`src/rtl/rtc_cal_pkg.sv`:
```
// Shared types, constants and BCD helper functions for the calendar RTC.
// Assumes every stored field is BCD and the weekday is binary 1..7.
package rtc_cal_pkg;

    localparam int NUM_EV = 5;
    localparam int EV_ACK = 0;
    localparam int EV_SEC = 1;
    localparam int EV_MIN = 2;
    localparam int EV_DAY = 3;
    localparam int EV_REJ = 4;

    localparam int A_CTRL = 0;
    localparam int A_MODE = 1;
    localparam int A_TIME = 2;
    localparam int A_CAL  = 3;
    localparam int A_STAT = 4;
    localparam int A_CLR  = 5;
    localparam int A_IEN  = 6;
    localparam int A_IDIS = 7;
    localparam int A_VER  = 8;

    typedef struct packed {
        logic [5:0] hour;
        logic [6:0] min;
        logic [6:0] sec;
    } rtc_time_t;

    // Packed MSB first so that {2'b0, rtc_date_t} is the calendar register.
    typedef struct packed {
        logic [5:0] day;
        logic [2:0] dow;
        logic [4:0] mon;
        logic [7:0] yr;
        logic [7:0] cen;
    } rtc_date_t;

    localparam rtc_time_t TIME_RST = '{hour: 6'h00, min: 7'h00, sec: 7'h00};
    localparam rtc_date_t DATE_RST = '{day: 6'h01, dow: 3'd1, mon: 5'h01,
                                       yr: 8'h00, cen: 8'h19};

    function automatic logic digits_ok(input logic [7:0] v);
        return (v[7:4] <= 4'd9) && (v[3:0] <= 4'd9);
    endfunction

    function automatic logic [7:0] bcd_inc(input logic [7:0] v);
        if (v[3:0] == 4'd9) return {v[7:4] + 4'd1, 4'd0};
        return {v[7:4], v[3:0] + 4'd1};
    endfunction

    function automatic logic [6:0] bcd_bin(input logic [7:0] v);
        return 7'({3'b0, v[7:4]} * 7'd10) + {3'b0, v[3:0]};
    endfunction

    function automatic logic is_leap(input logic [7:0] cen, input logic [7:0] yr);
        logic [6:0] c;
        logic [6:0] y;
        c = bcd_bin(cen);
        y = bcd_bin(yr);
        if (y == 7'd0) return c[1:0] == 2'd0;
        return y[1:0] == 2'd0;
    endfunction

    function automatic logic [5:0] last_day(input logic [4:0] mon,
                                            input logic [7:0] cen,
                                            input logic [7:0] yr);
        case (mon)
            5'h02:                      return is_leap(cen, yr) ? 6'h29 : 6'h28;
            5'h04, 5'h06, 5'h09, 5'h11: return 6'h30;
            default:                    return 6'h31;
        endcase
    endfunction

    function automatic logic time_ok(input rtc_time_t t);
        return digits_ok({1'b0, t.sec}) && (t.sec <= 7'h59) &&
               digits_ok({1'b0, t.min}) && (t.min <= 7'h59) &&
               digits_ok({2'b0, t.hour}) && (t.hour <= 6'h23);
    endfunction

    function automatic logic date_ok(input rtc_date_t d);
        return digits_ok(d.cen) && digits_ok(d.yr) &&
               digits_ok({3'b0, d.mon}) && (d.mon >= 5'h01) && (d.mon <= 5'h12) &&
               digits_ok({2'b0, d.day}) && (d.day >= 6'h01) &&
               (d.day <= last_day(d.mon, d.cen, d.yr)) &&
               (d.dow >= 3'd1) && (d.dow <= 3'd7);
    endfunction

endpackage

```
`src/rtl/rtc_time_unit.sv`:
```
// Hours/minutes/seconds BCD counter.
// Assumes adv and ld are never both high (the top only loads while stopped).
// Flags a seconds wrap and a midnight wrap in the cycle the advance is applied.
module rtc_time_unit
    import rtc_cal_pkg::*;
(
    input  logic      clk,
    input  logic      rst_n,
    input  logic      adv,
    input  logic      ld,
    input  rtc_time_t ld_val,
    output rtc_time_t cur,
    output logic      min_wrap,
    output logic      day_wrap
);
    logic      sec_top;
    logic      min_top;
    logic      hr_top;
    rtc_time_t nxt;

    // Detect the last value of each field.
    always_comb begin
        sec_top = (cur.sec  == 7'h59);
        min_top = (cur.min  == 7'h59);
        hr_top  = (cur.hour == 6'h23);
    end

    // Next count with BCD carries rippling upward.
    always_comb begin
        nxt = cur;
        if (sec_top) begin
            nxt.sec = 7'h00;
            if (min_top) begin
                nxt.min  = 7'h00;
                nxt.hour = hr_top ? 6'h00 : 6'(bcd_inc({2'b0, cur.hour}));
            end else begin
                nxt.min = 7'(bcd_inc({1'b0, cur.min}));
            end
        end else begin
            nxt.sec = 7'(bcd_inc({1'b0, cur.sec}));
        end
    end

    // Wrap strobes for the status flags and the calendar.
    always_comb begin
        min_wrap = adv && sec_top;
        day_wrap = adv && sec_top && min_top && hr_top;
    end

    // Time register: load wins, then advance.
    always_ff @(posedge clk) begin
        if (!rst_n)   cur <= TIME_RST;
        else if (ld)  cur <= ld_val;
        else if (adv) cur <= nxt;
    end
endmodule

```
`src/rtl/rtc_date_unit.sv`:
```
// Century/year/month/day/weekday BCD counter with month lengths and leap years.
// Assumes the stored value is always valid (loads are checked upstream).
module rtc_date_unit
    import rtc_cal_pkg::*;
(
    input  logic      clk,
    input  logic      rst_n,
    input  logic      adv,
    input  logic      ld,
    input  rtc_date_t ld_val,
    output rtc_date_t cur
);
    rtc_date_t  nxt;
    logic [5:0] dim;

    // Last day of the current month.
    always_comb dim = last_day(cur.mon, cur.cen, cur.yr);

    // Next calendar day with month, year and century carries.
    always_comb begin
        nxt     = cur;
        nxt.dow = (cur.dow == 3'd7) ? 3'd1 : cur.dow + 3'd1;
        if (cur.day == dim) begin
            nxt.day = 6'h01;
            if (cur.mon == 5'h12) begin
                nxt.mon = 5'h01;
                if (cur.yr == 8'h99) begin
                    nxt.yr  = 8'h00;
                    nxt.cen = (cur.cen == 8'h99) ? 8'h00 : bcd_inc(cur.cen);
                end else begin
                    nxt.yr = bcd_inc(cur.yr);
                end
            end else begin
                nxt.mon = 5'(bcd_inc({3'b0, cur.mon}));
            end
        end else begin
            nxt.day = 6'(bcd_inc({2'b0, cur.day}));
        end
    end

    // Calendar register: load wins, then advance.
    always_ff @(posedge clk) begin
        if (!rst_n)   cur <= DATE_RST;
        else if (ld)  cur <= ld_val;
        else if (adv) cur <= nxt;
    end
endmodule

```
`src/rtl/rtc_entry_check.sv`:
```
// Splits a bus word into time and calendar fields and judges their range.
// Purely combinational; assumes DATA_W covers bit 29.
module rtc_entry_check
    import rtc_cal_pkg::*;
#(
    parameter int DATA_W = 32
) (
    input  logic [DATA_W-1:0] wdata,
    output rtc_time_t         time_val,
    output rtc_date_t         date_val,
    output logic              time_good,
    output logic              date_good
);
    // Field extraction following the register layouts.
    always_comb begin
        time_val.sec  = wdata[6:0];
        time_val.min  = wdata[14:8];
        time_val.hour = wdata[21:16];
        date_val      = wdata[29:0];
    end

    // Range judgement.
    always_comb begin
        time_good = time_ok(time_val);
        date_good = date_ok(date_val);
    end
endmodule

```
`src/rtl/rtc_event_ctrl.sv`:
```
// Sticky status flags, interrupt mask and interrupt output.
// Assumes set and clear for one bit may coincide; set then wins.
module rtc_event_ctrl #(
    parameter int NUM = 5
) (
    input  logic           clk,
    input  logic           rst_n,
    input  logic [NUM-1:0] set_i,
    input  logic [NUM-1:0] clr_i,
    input  logic [NUM-1:0] en_set_i,
    input  logic [NUM-1:0] en_clr_i,
    output logic [NUM-1:0] stat_o,
    output logic [NUM-1:0] mask_o,
    output logic           irq_o
);
    for (genvar i = 0; i < NUM; i++) begin : g_bit
        // One sticky flag: an event beats a clear in the same cycle.
        always_ff @(posedge clk) begin
            if (!rst_n)        stat_o[i] <= 1'b0;
            else if (set_i[i]) stat_o[i] <= 1'b1;
            else if (clr_i[i]) stat_o[i] <= 1'b0;
        end

        // One mask bit: enable-set and disable come from separate addresses.
        always_ff @(posedge clk) begin
            if (!rst_n)           mask_o[i] <= 1'b0;
            else if (en_set_i[i]) mask_o[i] <= 1'b1;
            else if (en_clr_i[i]) mask_o[i] <= 1'b0;
        end
    end

    // Level interrupt from the masked flags.
    always_comb irq_o = |(stat_o & mask_o);
endmodule

```
`src/rtl/rtc_calendar_core.sv`:
```
// Top of the calendar RTC: register bus, update handshake and write gating.
// Assumes tick_i is a one-cycle strobe and reads are combinational and free of
// side effects. Each group stops on the first tick after its request is set.
module rtc_calendar_core
    import rtc_cal_pkg::*;
#(
    parameter int DATA_W = 32,
    parameter int ADDR_W = 4
) (
    input  logic              clk,
    input  logic              rst_n,
    input  logic              tick_i,
    input  logic              bus_sel,
    input  logic              bus_we,
    input  logic [ADDR_W-1:0] bus_addr,
    input  logic [DATA_W-1:0] bus_wdata,
    output logic [DATA_W-1:0] bus_rdata,
    output logic              irq_o
);
    logic              wr_ctrl, wr_mode, wr_time, wr_cal, wr_clr, wr_ien, wr_idis;
    logic [1:0]        ctrl_q;
    logic              mode_q;
    logic [1:0]        ver_q;
    logic              t_halt_q, c_halt_q;
    logic              t_adv, c_adv, t_ld, c_ld;
    logic              min_wrap, day_wrap;
    rtc_time_t         time_cur, time_wr;
    rtc_date_t         date_cur, date_wr;
    logic              time_good, date_good;
    logic [NUM_EV-1:0] ev_set, ev_clr, en_set, en_clr, stat_q, mask_q;

    // Write strobes per register.
    always_comb begin
        wr_ctrl = bus_sel && bus_we && (bus_addr == ADDR_W'(A_CTRL));
        wr_mode = bus_sel && bus_we && (bus_addr == ADDR_W'(A_MODE));
        wr_time = bus_sel && bus_we && (bus_addr == ADDR_W'(A_TIME));
        wr_cal  = bus_sel && bus_we && (bus_addr == ADDR_W'(A_CAL));
        wr_clr  = bus_sel && bus_we && (bus_addr == ADDR_W'(A_CLR));
        wr_ien  = bus_sel && bus_we && (bus_addr == ADDR_W'(A_IEN));
        wr_idis = bus_sel && bus_we && (bus_addr == ADDR_W'(A_IDIS));
    end

    // Control and mode registers.
    always_ff @(posedge clk) begin
        if (!rst_n) begin
            ctrl_q <= 2'b00;
            mode_q <= 1'b0;
        end else begin
            if (wr_ctrl) ctrl_q <= bus_wdata[1:0];
            if (wr_mode) mode_q <= bus_wdata[0];
        end
    end

    // Stop state per group: entered on a tick while requested, left when the request drops.
    always_ff @(posedge clk) begin
        if (!rst_n) begin
            t_halt_q <= 1'b0;
            c_halt_q <= 1'b0;
        end else begin
            t_halt_q <= ctrl_q[0] && (t_halt_q || tick_i);
            c_halt_q <= ctrl_q[1] && (c_halt_q || tick_i);
        end
    end

    rtc_entry_check #(.DATA_W(DATA_W)) u_check (
        .wdata     (bus_wdata),
        .time_val  (time_wr),
        .date_val  (date_wr),
        .time_good (time_good),
        .date_good (date_good)
    );

    // Advance and load qualifiers.
    always_comb begin
        t_adv = tick_i && !t_halt_q;
        c_adv = day_wrap && !c_halt_q;
        t_ld  = wr_time && t_halt_q && time_good;
        c_ld  = wr_cal  && c_halt_q && date_good;
    end

    rtc_time_unit u_time (
        .clk      (clk),
        .rst_n    (rst_n),
        .adv      (t_adv),
        .ld       (t_ld),
        .ld_val   (time_wr),
        .cur      (time_cur),
        .min_wrap (min_wrap),
        .day_wrap (day_wrap)
    );

    rtc_date_unit u_date (
        .clk    (clk),
        .rst_n  (rst_n),
        .adv    (c_adv),
        .ld     (c_ld),
        .ld_val (date_wr),
        .cur    (date_cur)
    );

    // Valid-entry flags, judged again on every taken write.
    always_ff @(posedge clk) begin
        if (!rst_n) begin
            ver_q <= 2'b00;
        end else begin
            if (wr_time && t_halt_q) ver_q[0] <= !time_good;
            if (wr_cal  && c_halt_q) ver_q[1] <= !date_good;
        end
    end

    // Status event sources, clears and mask updates.
    always_comb begin
        ev_set         = '0;
        ev_set[EV_ACK] = tick_i && ((ctrl_q[0] && !t_halt_q) || (ctrl_q[1] && !c_halt_q));
        ev_set[EV_SEC] = t_adv;
        ev_set[EV_MIN] = min_wrap;
        ev_set[EV_DAY] = day_wrap;
        ev_set[EV_REJ] = (wr_time && t_halt_q && !time_good) ||
                         (wr_cal  && c_halt_q && !date_good);
        ev_clr = wr_clr  ? bus_wdata[NUM_EV-1:0] : '0;
        en_set = wr_ien  ? bus_wdata[NUM_EV-1:0] : '0;
        en_clr = wr_idis ? bus_wdata[NUM_EV-1:0] : '0;
    end

    rtc_event_ctrl #(.NUM(NUM_EV)) u_events (
        .clk      (clk),
        .rst_n    (rst_n),
        .set_i    (ev_set),
        .clr_i    (ev_clr),
        .en_set_i (en_set),
        .en_clr_i (en_clr),
        .stat_o   (stat_q),
        .mask_o   (mask_q),
        .irq_o    (irq_o)
    );

    // Read multiplexer.
    always_comb begin
        bus_rdata = '0;
        if (bus_sel && !bus_we) begin
            case (bus_addr)
                ADDR_W'(A_CTRL): bus_rdata = DATA_W'(ctrl_q);
                ADDR_W'(A_MODE): bus_rdata = DATA_W'(mode_q);
                ADDR_W'(A_TIME): bus_rdata = DATA_W'({time_cur.hour, 1'b0, time_cur.min,
                                                      1'b0, time_cur.sec});
                ADDR_W'(A_CAL):  bus_rdata = DATA_W'(date_cur);
                ADDR_W'(A_STAT): bus_rdata = DATA_W'(stat_q);
                ADDR_W'(A_IEN):  bus_rdata = DATA_W'(mask_q);
                ADDR_W'(A_VER):  bus_rdata = DATA_W'(ver_q);
                default:         bus_rdata = '0;
            endcase
        end
    end
endmodule

```
`config.mk`:
```
export PLATFORM = sky130hd
export DESIGN_NAME = rtc_calendar_core
export DESIGN_NICKNAME = d
export VERILOG_FILES = /design/src/rtl/rtc_cal_pkg.sv /design/src/rtl/rtc_time_unit.sv /design/src/rtl/rtc_date_unit.sv /design/src/rtl/rtc_entry_check.sv /design/src/rtl/rtc_event_ctrl.sv /design/src/rtl/rtc_calendar_core.sv
export SDC_FILE = /design/constraint.sdc
export NUM_CORES = 1
export LEC_CHECK = 0
export ABC_AREA = 0
export BUFFER_PORTS_ARGS = -buffer_cell sky130_fd_sc_hd__clkbuf_2
export CORE_MARGIN = 10
export CORE_UTILIZATION = 55
export CTS_CLUSTER_DIAMETER = 50
export DETAILED_ROUTE_END_ITERATION = 10
export HOLD_SLACK_MARGIN = 0.1
export PLACE_DENSITY = 0.77
export REMOVE_ABC_BUFFERS = 1
export SLEW_MARGIN = 25
export SYNTH_ARGS = -nofsm -noshare
export SYNTH_HDL_FRONTEND = slang
export SYNTH_SLANG_ARGS = --single-unit
```
`constraint.sdc`:
```
create_clock -name clk -period 6.6 [get_ports clk]
set_clock_uncertainty 0.15 [all_clocks]
set_input_delay 1.32 -clock clk [delete_from_list [all_inputs] [get_ports clk]]
set_output_delay 1.32 -clock clk [all_outputs]
set_load 0.01 [all_outputs]
```
# --- Yosys cells after proc, flatten, opt, wreduce, memory -nomap -nowiden ---
# Cells that the tools add are included.
totals:
  input_bits: 41
  elab_cells: 298
  reg_bits: 67
  out_inout_bits: 33
classes:
  mul: 4
  bitwise_logic: 1
  n_eq_ne: 33
  addsub: 19
  magnitude_cmp: 19
  n_mux: 91
  n_reduce_logical: 100
op_table:
  columns: ["op", "count"]
  rows:
  - ["30-bit one-hot mux with 7 select lines", 1]
  - ["30-bit two-way mux", 3]
  - ["8-bit two-way mux", 7]
  - ["1-bit two-way mux", 53]
  - ["1-bit logical AND", 45]
  - ["6-bit two-way mux", 7]
  - ["7-bit two-way mux", 6]
  - ["20-bit two-way mux", 2]
  - ["4-bit by 1-bit adder with 4-bit output (second input constant)", 9]
  - ["2-bit nonzero test", 17]
  - ["4-bit equality test (second input constant)", 8]
  - ["5-bit two-way mux", 6]
  - ["4-bit less-or-equal comparator (second input constant)", 6]
  - ["6-bit one-hot mux with 2 select lines", 2]
  - ["21-bit two-way mux", 1]
  - ["3-bit nonzero test", 7]
  - ["5-bit by 3-bit equality test with 1-bit output (second input constant)", 4]
  - ["4-bit by 3-bit equality test with 1-bit output (second input constant)", 4]
  - ["8-bit equality test (second input constant)", 2]
  - ["16-bit two-way mux", 1]
  - ["5-bit equality test (second input constant)", 3]
  - ["7-bit by 4-bit adder with 7-bit output", 2]
  - ["7-bit equality test (second input constant)", 2]
  - ["7-bit less-or-equal comparator (second input constant)", 2]
  - ["36 further kinds", 67]

# --- Longest topological paths before layout ---
logic_depth:
  depth_word: 18
  ltp_mapped: 20
  mapped_depth_nobuf: 19

# --- Cells and area by module ---
# Synthesis repeated with hierarchy kept, for this count alone.
unflattened:
  cells_unflattened: 766
  area_unflattened_um2: 5992.0
modules_own_cells:
  columns: ["mod", "cells_per_inst", "area_per_inst_um2", "seq_area_each_um2", "n_inst"]
  rows:
  - ["rtc_date_unit", 305, 2362.3, 600.6, 1]
  - ["rtc_time_unit", 161, 1335.0, 400.4, 1]
  - ["rtc_calendar_core", 154, 1083.5, 140.1, 1]
  - ["rtc_entry_check", 112, 847.1, 0.0, 1]
  - ["rtc_event_ctrl", 34, 364.1, 200.2, 1]

# --- Worst setup path before layout ---
# OpenSTA, ideal clock, no wires.
synth_timing:
  path_kind: "input port to flip-flop"
  from: "input bus_wdata[13]"
  to: "register u_date.cur[28] in the netlist's numbering"
  path_slack_ns: 1.593
  path_buffers: 1
  t_required_ns: 6.330
  t_arrival_ns: 4.737
  cell_stages: 20
  setup_ns: 0.120
  cell_sequence: "ha_1 ha_1 inv_1 fa_1 xnor2_1 and3b_1 mux2i_1 o21ai_0 a21oi_1 nor4_1 a21oi_1 ha_1 or3b_2 a21boi_0 o211ai_1 or3_1 clkbuf_1 o21ai_0 a211oi_1 or2_1"
synth_between:
  elab_chain_len: 16
  elab_cells_between_ends: 26
  cone_classes: "1 x add/sub; 1 x mul; 2 x order compare; 7 x mux; 15 x reduce/logical"
synth_lines:
  columns: ["item", "line", "text"]
  rows:
  - ["start, declared", "rtc_calendar_core.sv:16", "input logic [DATA_W-1:0] bus_wdata,"]
  - ["4-bit by 3-bit multiplier with 6-bit output", "rtc_cal_pkg.sv:51", "return 7'({3'b0, v[7:4]} * 7'd10) + {3'b0, v[3:0]};"]
  - ["7-bit by 4-bit adder with 7-bit output", "rtc_cal_pkg.sv:51", null]
  - ["7-bit logical NOT", "rtc_cal_pkg.sv:59", "if (y == 7'd0) return c[1:0] == 2'd0;"]
  - ["1-bit two-way mux", "rtc_cal_pkg.sv:59", null]
  - ["1-bit two-way mux", "rtc_cal_pkg.sv:66", "case (mon)"]
  - ["1-bit two-way mux", "rtc_cal_pkg.sv:60", "return y[1:0] == 2'd0;"]
  - ["1-bit two-way mux", "rtc_cal_pkg.sv:66", null]
  - ["1-bit two-way mux", "rtc_cal_pkg.sv:67", "5'h02: return is_leap(cen, yr) ? 6'h29 : 6'h28;"]
  - ["6-bit one-hot mux with 2 select lines", "rtc_cal_pkg.sv:66", null]
  - ["6-bit less-or-equal comparator", "rtc_cal_pkg.sv:83", "(d.day <= last_day(d.mon, d.cen, d.yr)) &&"]
  - ["1-bit logical AND *", "rtc_cal_pkg.sv:82", "digits_ok({2'b0, d.day}) && (d.day >= 6'h01) &&"]
  - ["1-bit logical AND *", "rtc_cal_pkg.sv:83", null]
  - ["1-bit logical AND *", "rtc_cal_pkg.sv:84", "(d.dow >= 3'd1) && (d.dow <= 3'd7);"]
  - ["1-bit logical AND *", "rtc_calendar_core.sv:78", "c_ld = wr_cal && c_halt_q && date_good;"]
  - ["3-bit nonzero test (no line) / 2-bit nonzero test (equally long branches)", null, null]
  - ["2-bit AND reduction (no line)", null, null]
  - ["end signal, assigned", "rtc_date_unit.sv:44", "else if (ld) cur <= ld_val;"]
  - ["end signal, assigned", "rtc_date_unit.sv:45", "else if (adv) cur <= nxt;"]
  - ["end, declared", "rtc_date_unit.sv:11", "output rtc_date_t cur"]
# Every way passes the cells marked *; elsewhere a longest branch is shown, timed or not. The select of a mux whose other input is x is not followed.
# A chain may end at the register's enable or synchronous reset.

# --- Worst setup path in the final report ---
layout_timing:
  from: "input bus_wdata[13]"
  to: "register u_date.cur[29] in the netlist's numbering"
# The elaborated chain is that of the path after synthesis.

==> key figures <==
Pwr
  • Static leakage power: approximately 2.3 nW
  • IR Drop Worst-Case VDD: about 0.092 mV
  • Power Dens Cells: around 150 mW/mm2

Global routing
  • Antenna violations before repair: 1
  • Global-route usage over all layers: 0.230
  • First-pass GRT wire length: around 27 mm
  • Maximum number of pins on one net before global-route repair: 52
  • Overall overflow remaining after global route: 0
  • Via count of the first global-routing pass: 5462

Yosys
  • Dominant combinational cell family by area after synthesis: simple AND/OR/NAND/NOR gates
  • Synthesized area per cell: 7.67 um2
  • Main synth FF type: sky130_fd_sc_hd__dfxtp_1
  • Share of the synthesized netlist area taken by xor and xnor gates: 0.0182
  • Fraction of post-synthesis cell area in the top cell type by area: 0.253
  • Synth Cell Area: between 0.005 and 0.006 mm2
  • Adder and majority gate portion of the synthesized area: 0.105
  • Total of warnings raised by yosys: 0
  • Simple-gate share of the synthesized area: 0.290
  • Distinct cell type count after synthesis: between 70 and 80
  • Synth Area in Compound Gates: 0.257
  • Top cell type by total area after synthesis: sky130_fd_sc_hd__dfxtp_1
  • Top cells by area in the synthesized netlist: sky130_fd_sc_hd__dfxtp_1 (25%), sky130_fd_sc_hd__ha_1 (9.0%), sky130_fd_sc_hd__nor2_1 (5.0%)
  • Post-synthesis sequential element count: between 60 and 70
  • Top cells by count, synth: sky130_fd_sc_hd__nor2_1 (70), sky130_fd_sc_hd__dfxtp_1 (67), sky130_fd_sc_hd__a21oi_1 (45), sky130_fd_sc_hd__o21ai_0 (45), sky130_fd_sc_hd__nand2_1 (39)
  • Most numerous cell in the Yosys netlist: sky130_fd_sc_hd__nor2_1
  • Number of synthesized flops with an enable pin: 0
  • Post-synthesis instance total: ~700
  • Fraction of registers with async set or reset after synthesis: 0
  • Share of synthesized area occupied by flip-flops and latches: 0.253
  • Mux contribution to synthesized area: 0.0189

Placed design
  • Post-detailed-placement half-perimeter wirelength: between 10 and 15 mm
  • Buffers added on ports: just under 70
  • Gp weighted congestion: 0.910
  • Inst Count DP: about 850

Timing
  • Final-layout setup total negative slack: 0 ps
  • Highest clock rate: 0.176 GHz
  • Endpoints failing hold: 0
  • Max-slew violations: 0
  • Crit path time final: 5680 ps
  • Transition at the pin with the smallest max-transition slack: 1080 ps
  • Portion of the clock cycle consumed by the worst path in the final layout: 0.861
  • Final worst hold slack: between 300 and 400 ps
  • Final setup violation count: 0
  • Unrepaired setup endpoints after global routing: false
  • Max-Slew Margin vs Limit: 0.272

Floorplan
  • Overall die height: around 120 um
  • Initial standard-cell utilization of the core: 0.568
  • Die X: about 120 um
  • Total Die Area: ~0.014 mm2
  • Area of the placeable core: roughly 0.0093 mm2
  • Num ports: 74
  • Number of rows created at floorplan: 35

Final layout
  • Diode insertion count for antenna repair: 0
  • Final cell count without fillers: around 870
  • Filler Cell Count: 856
  • Area growth from synthesis to layout: 11.2%
  • Layout cells sized above 1: 0.147
  • Layout net count: roughly 800

Worst setup path
  • Biggest fanout along the worst timing path: 24
  • Arrival time worst endpoint: around 5800 ps
  • Endpoint kind of the worst setup timing path: register
  • Startpoint type of the worst setup path: input port
  • Worst endpoint required time: just under 7000 ps
  • Worst setup path category: in -> reg

Worst hold path
  • Kind of path behind the tightest hold check: reg -> reg

Clock tree
  • Post-CTS setup repair buffer count: 0
  • Clock latency of the later-clocked register in the worst-skew pair: about 360 ps
  • TritonCTS clock tree: yes
  • Deepest level of the CTS H-tree: 3
  • Post_cts resized: 0
  • Total number of clock tree sinks: 67
  • Clk root buf: sky130_fd_sc_hd__clkbuf_8
  • Number of buffers created by CTS: 9
  • Hold buffers post-CTS: 0
  • Clock input transition at the sequential cells of the worst setup and hold paths: around 90 ps
  • Clk buf depth: 2

Detailed routing
  • Drt initial violations: 458
  • Routed wire length: between 15 and 20 mm
  • Number of remaining DRC errors: 0
  • Number of iterations in the first detailed-routing pass: 5
  • Number of vias per cell after detailed routing: between 6 and 7
  • Via count of the routed design: between 5000 and 6000
  • Final routed wire length divided by cell count: ~19 um
  • Count of antenna-violating nets left after detailed routing: 0

Run
  • Count of max-cap constraint violations: 0

Status
  • Outcome: completed
kinds of logic after synthesis:
logic type,count (synthesis)
AO/OA/AOI/OAI,204
XOR/XNOR,11
adder cells (fa/ha/maj),42
buffers and inverters,74
flip-flops,67
multiplexers,10
other,1
AND/OR/NAND/NOR,281
layout make-up:
cell class	instances	area, um2	share of cell area
repair buffers	76	398	0.0676
multi-input cells	550	3670	0.624
clock inverters	6	63.8	0.0108
clock buffers	10	138	0.0234
flip-flops and latches	67	1340	0.228
well taps	129	161	0.0274
inverters	30	113	0.0191
stage by stage:
| stage | setup slack, ps | total power [mW] | area, um2 | utilization |
|---|---|---|---|---|
| CTS | 977 | 0.870 | 5880 | 0.630 |
| global placement | 752 | 0.514 | 5680 | 0.609 |
| detailed placement | 634 | 0.517 | 5680 | 0.609 |
| floorplan | 1430 | 0.469 | 5110 | - |
| global route | 563 | 0.904 | 5890 | 0.631 |
| finish | 921 | 0.874 | 5890 | 0.631 |
where the power goes:
| part | internal (mW) | switching, mW |
|---|---|---|
| clock network | 0.185 | 0.178 |
| logic | 0.0347 | 0.0622 |
| registers | 0.408 | 0.00614 |
placed cells by master (no fill, tap or decap), types with 13 or more instances in the layout:
cell / count
sky130_fd_sc_hd__nor2_1: 70
sky130_fd_sc_hd__clkbuf_2: 69
sky130_fd_sc_hd__dfxtp_1: 67
sky130_fd_sc_hd__a21oi_1: 45
sky130_fd_sc_hd__o21ai_0: 44
sky130_fd_sc_hd__nand2_1: 39
sky130_fd_sc_hd__ha_1: 38
sky130_fd_sc_hd__nor3_1: 36
sky130_fd_sc_hd__inv_1: 29
sky130_fd_sc_hd__a22oi_1: 23
sky130_fd_sc_hd__nand3_1: 23
sky130_fd_sc_hd__and3_1: 21
sky130_fd_sc_hd__a211oi_1: 17
sky130_fd_sc_hd__a31oi_1: 13
per-layer routing:
layer	share of wire	vias to the layer above	track usage
met5	0	-	0
met4	0.042	0	0.120
met3	0.085	51	0.0585
met2	0.46	272	0.373
met1	0.41	2695	0.275
li1	-	2676	-
flip-flops by register name (all words and copies together), names as in the netlist:
register	flops
t_halt_q	1
mode_q	1
ctrl_q	2
c_halt_q	1
u_date.cur	30
u_events.stat_o	5
ver_q	2
u_events.mask_o	5
u_time.cur	20
final timing paths:
kind	from	to	slack [ps]	depth (start not counted)
setup reg to reg	u_date.cur[13]	u_date.cur[17]	3180	10
hold reg to reg	ctrl_q[0]	t_halt_q	340	2
hold / removal	ctrl_q[0]	t_halt_q	340	2
setup / recovery	bus_wdata[13]	u_date.cur[29]	920	20
worst max-delay path: stages:
cell	delay, ps
sky130_fd_sc_hd__clkbuf_2	160
sky130_fd_sc_hd__ha_1	310
sky130_fd_sc_hd__ha_1	140
sky130_fd_sc_hd__inv_1	50
sky130_fd_sc_hd__fa_1	370
sky130_fd_sc_hd__xnor2_1	210
sky130_fd_sc_hd__and3b_1	180
sky130_fd_sc_hd__mux2i_1	60
sky130_fd_sc_hd__o21ai_0	380
sky130_fd_sc_hd__a21oi_1	130
sky130_fd_sc_hd__nor4_1	190
sky130_fd_sc_hd__a21oi_1	70
sky130_fd_sc_hd__ha_1	280
sky130_fd_sc_hd__nand3_1	80
sky130_fd_sc_hd__a21boi_0	80
sky130_fd_sc_hd__o211ai_1	320
sky130_fd_sc_hd__or3_1	760
sky130_fd_sc_hd__o21ai_0	200
sky130_fd_sc_hd__or3_1	400
sky130_fd_sc_hd__a21oi_1	110
(Power assumes the default switching activity.)
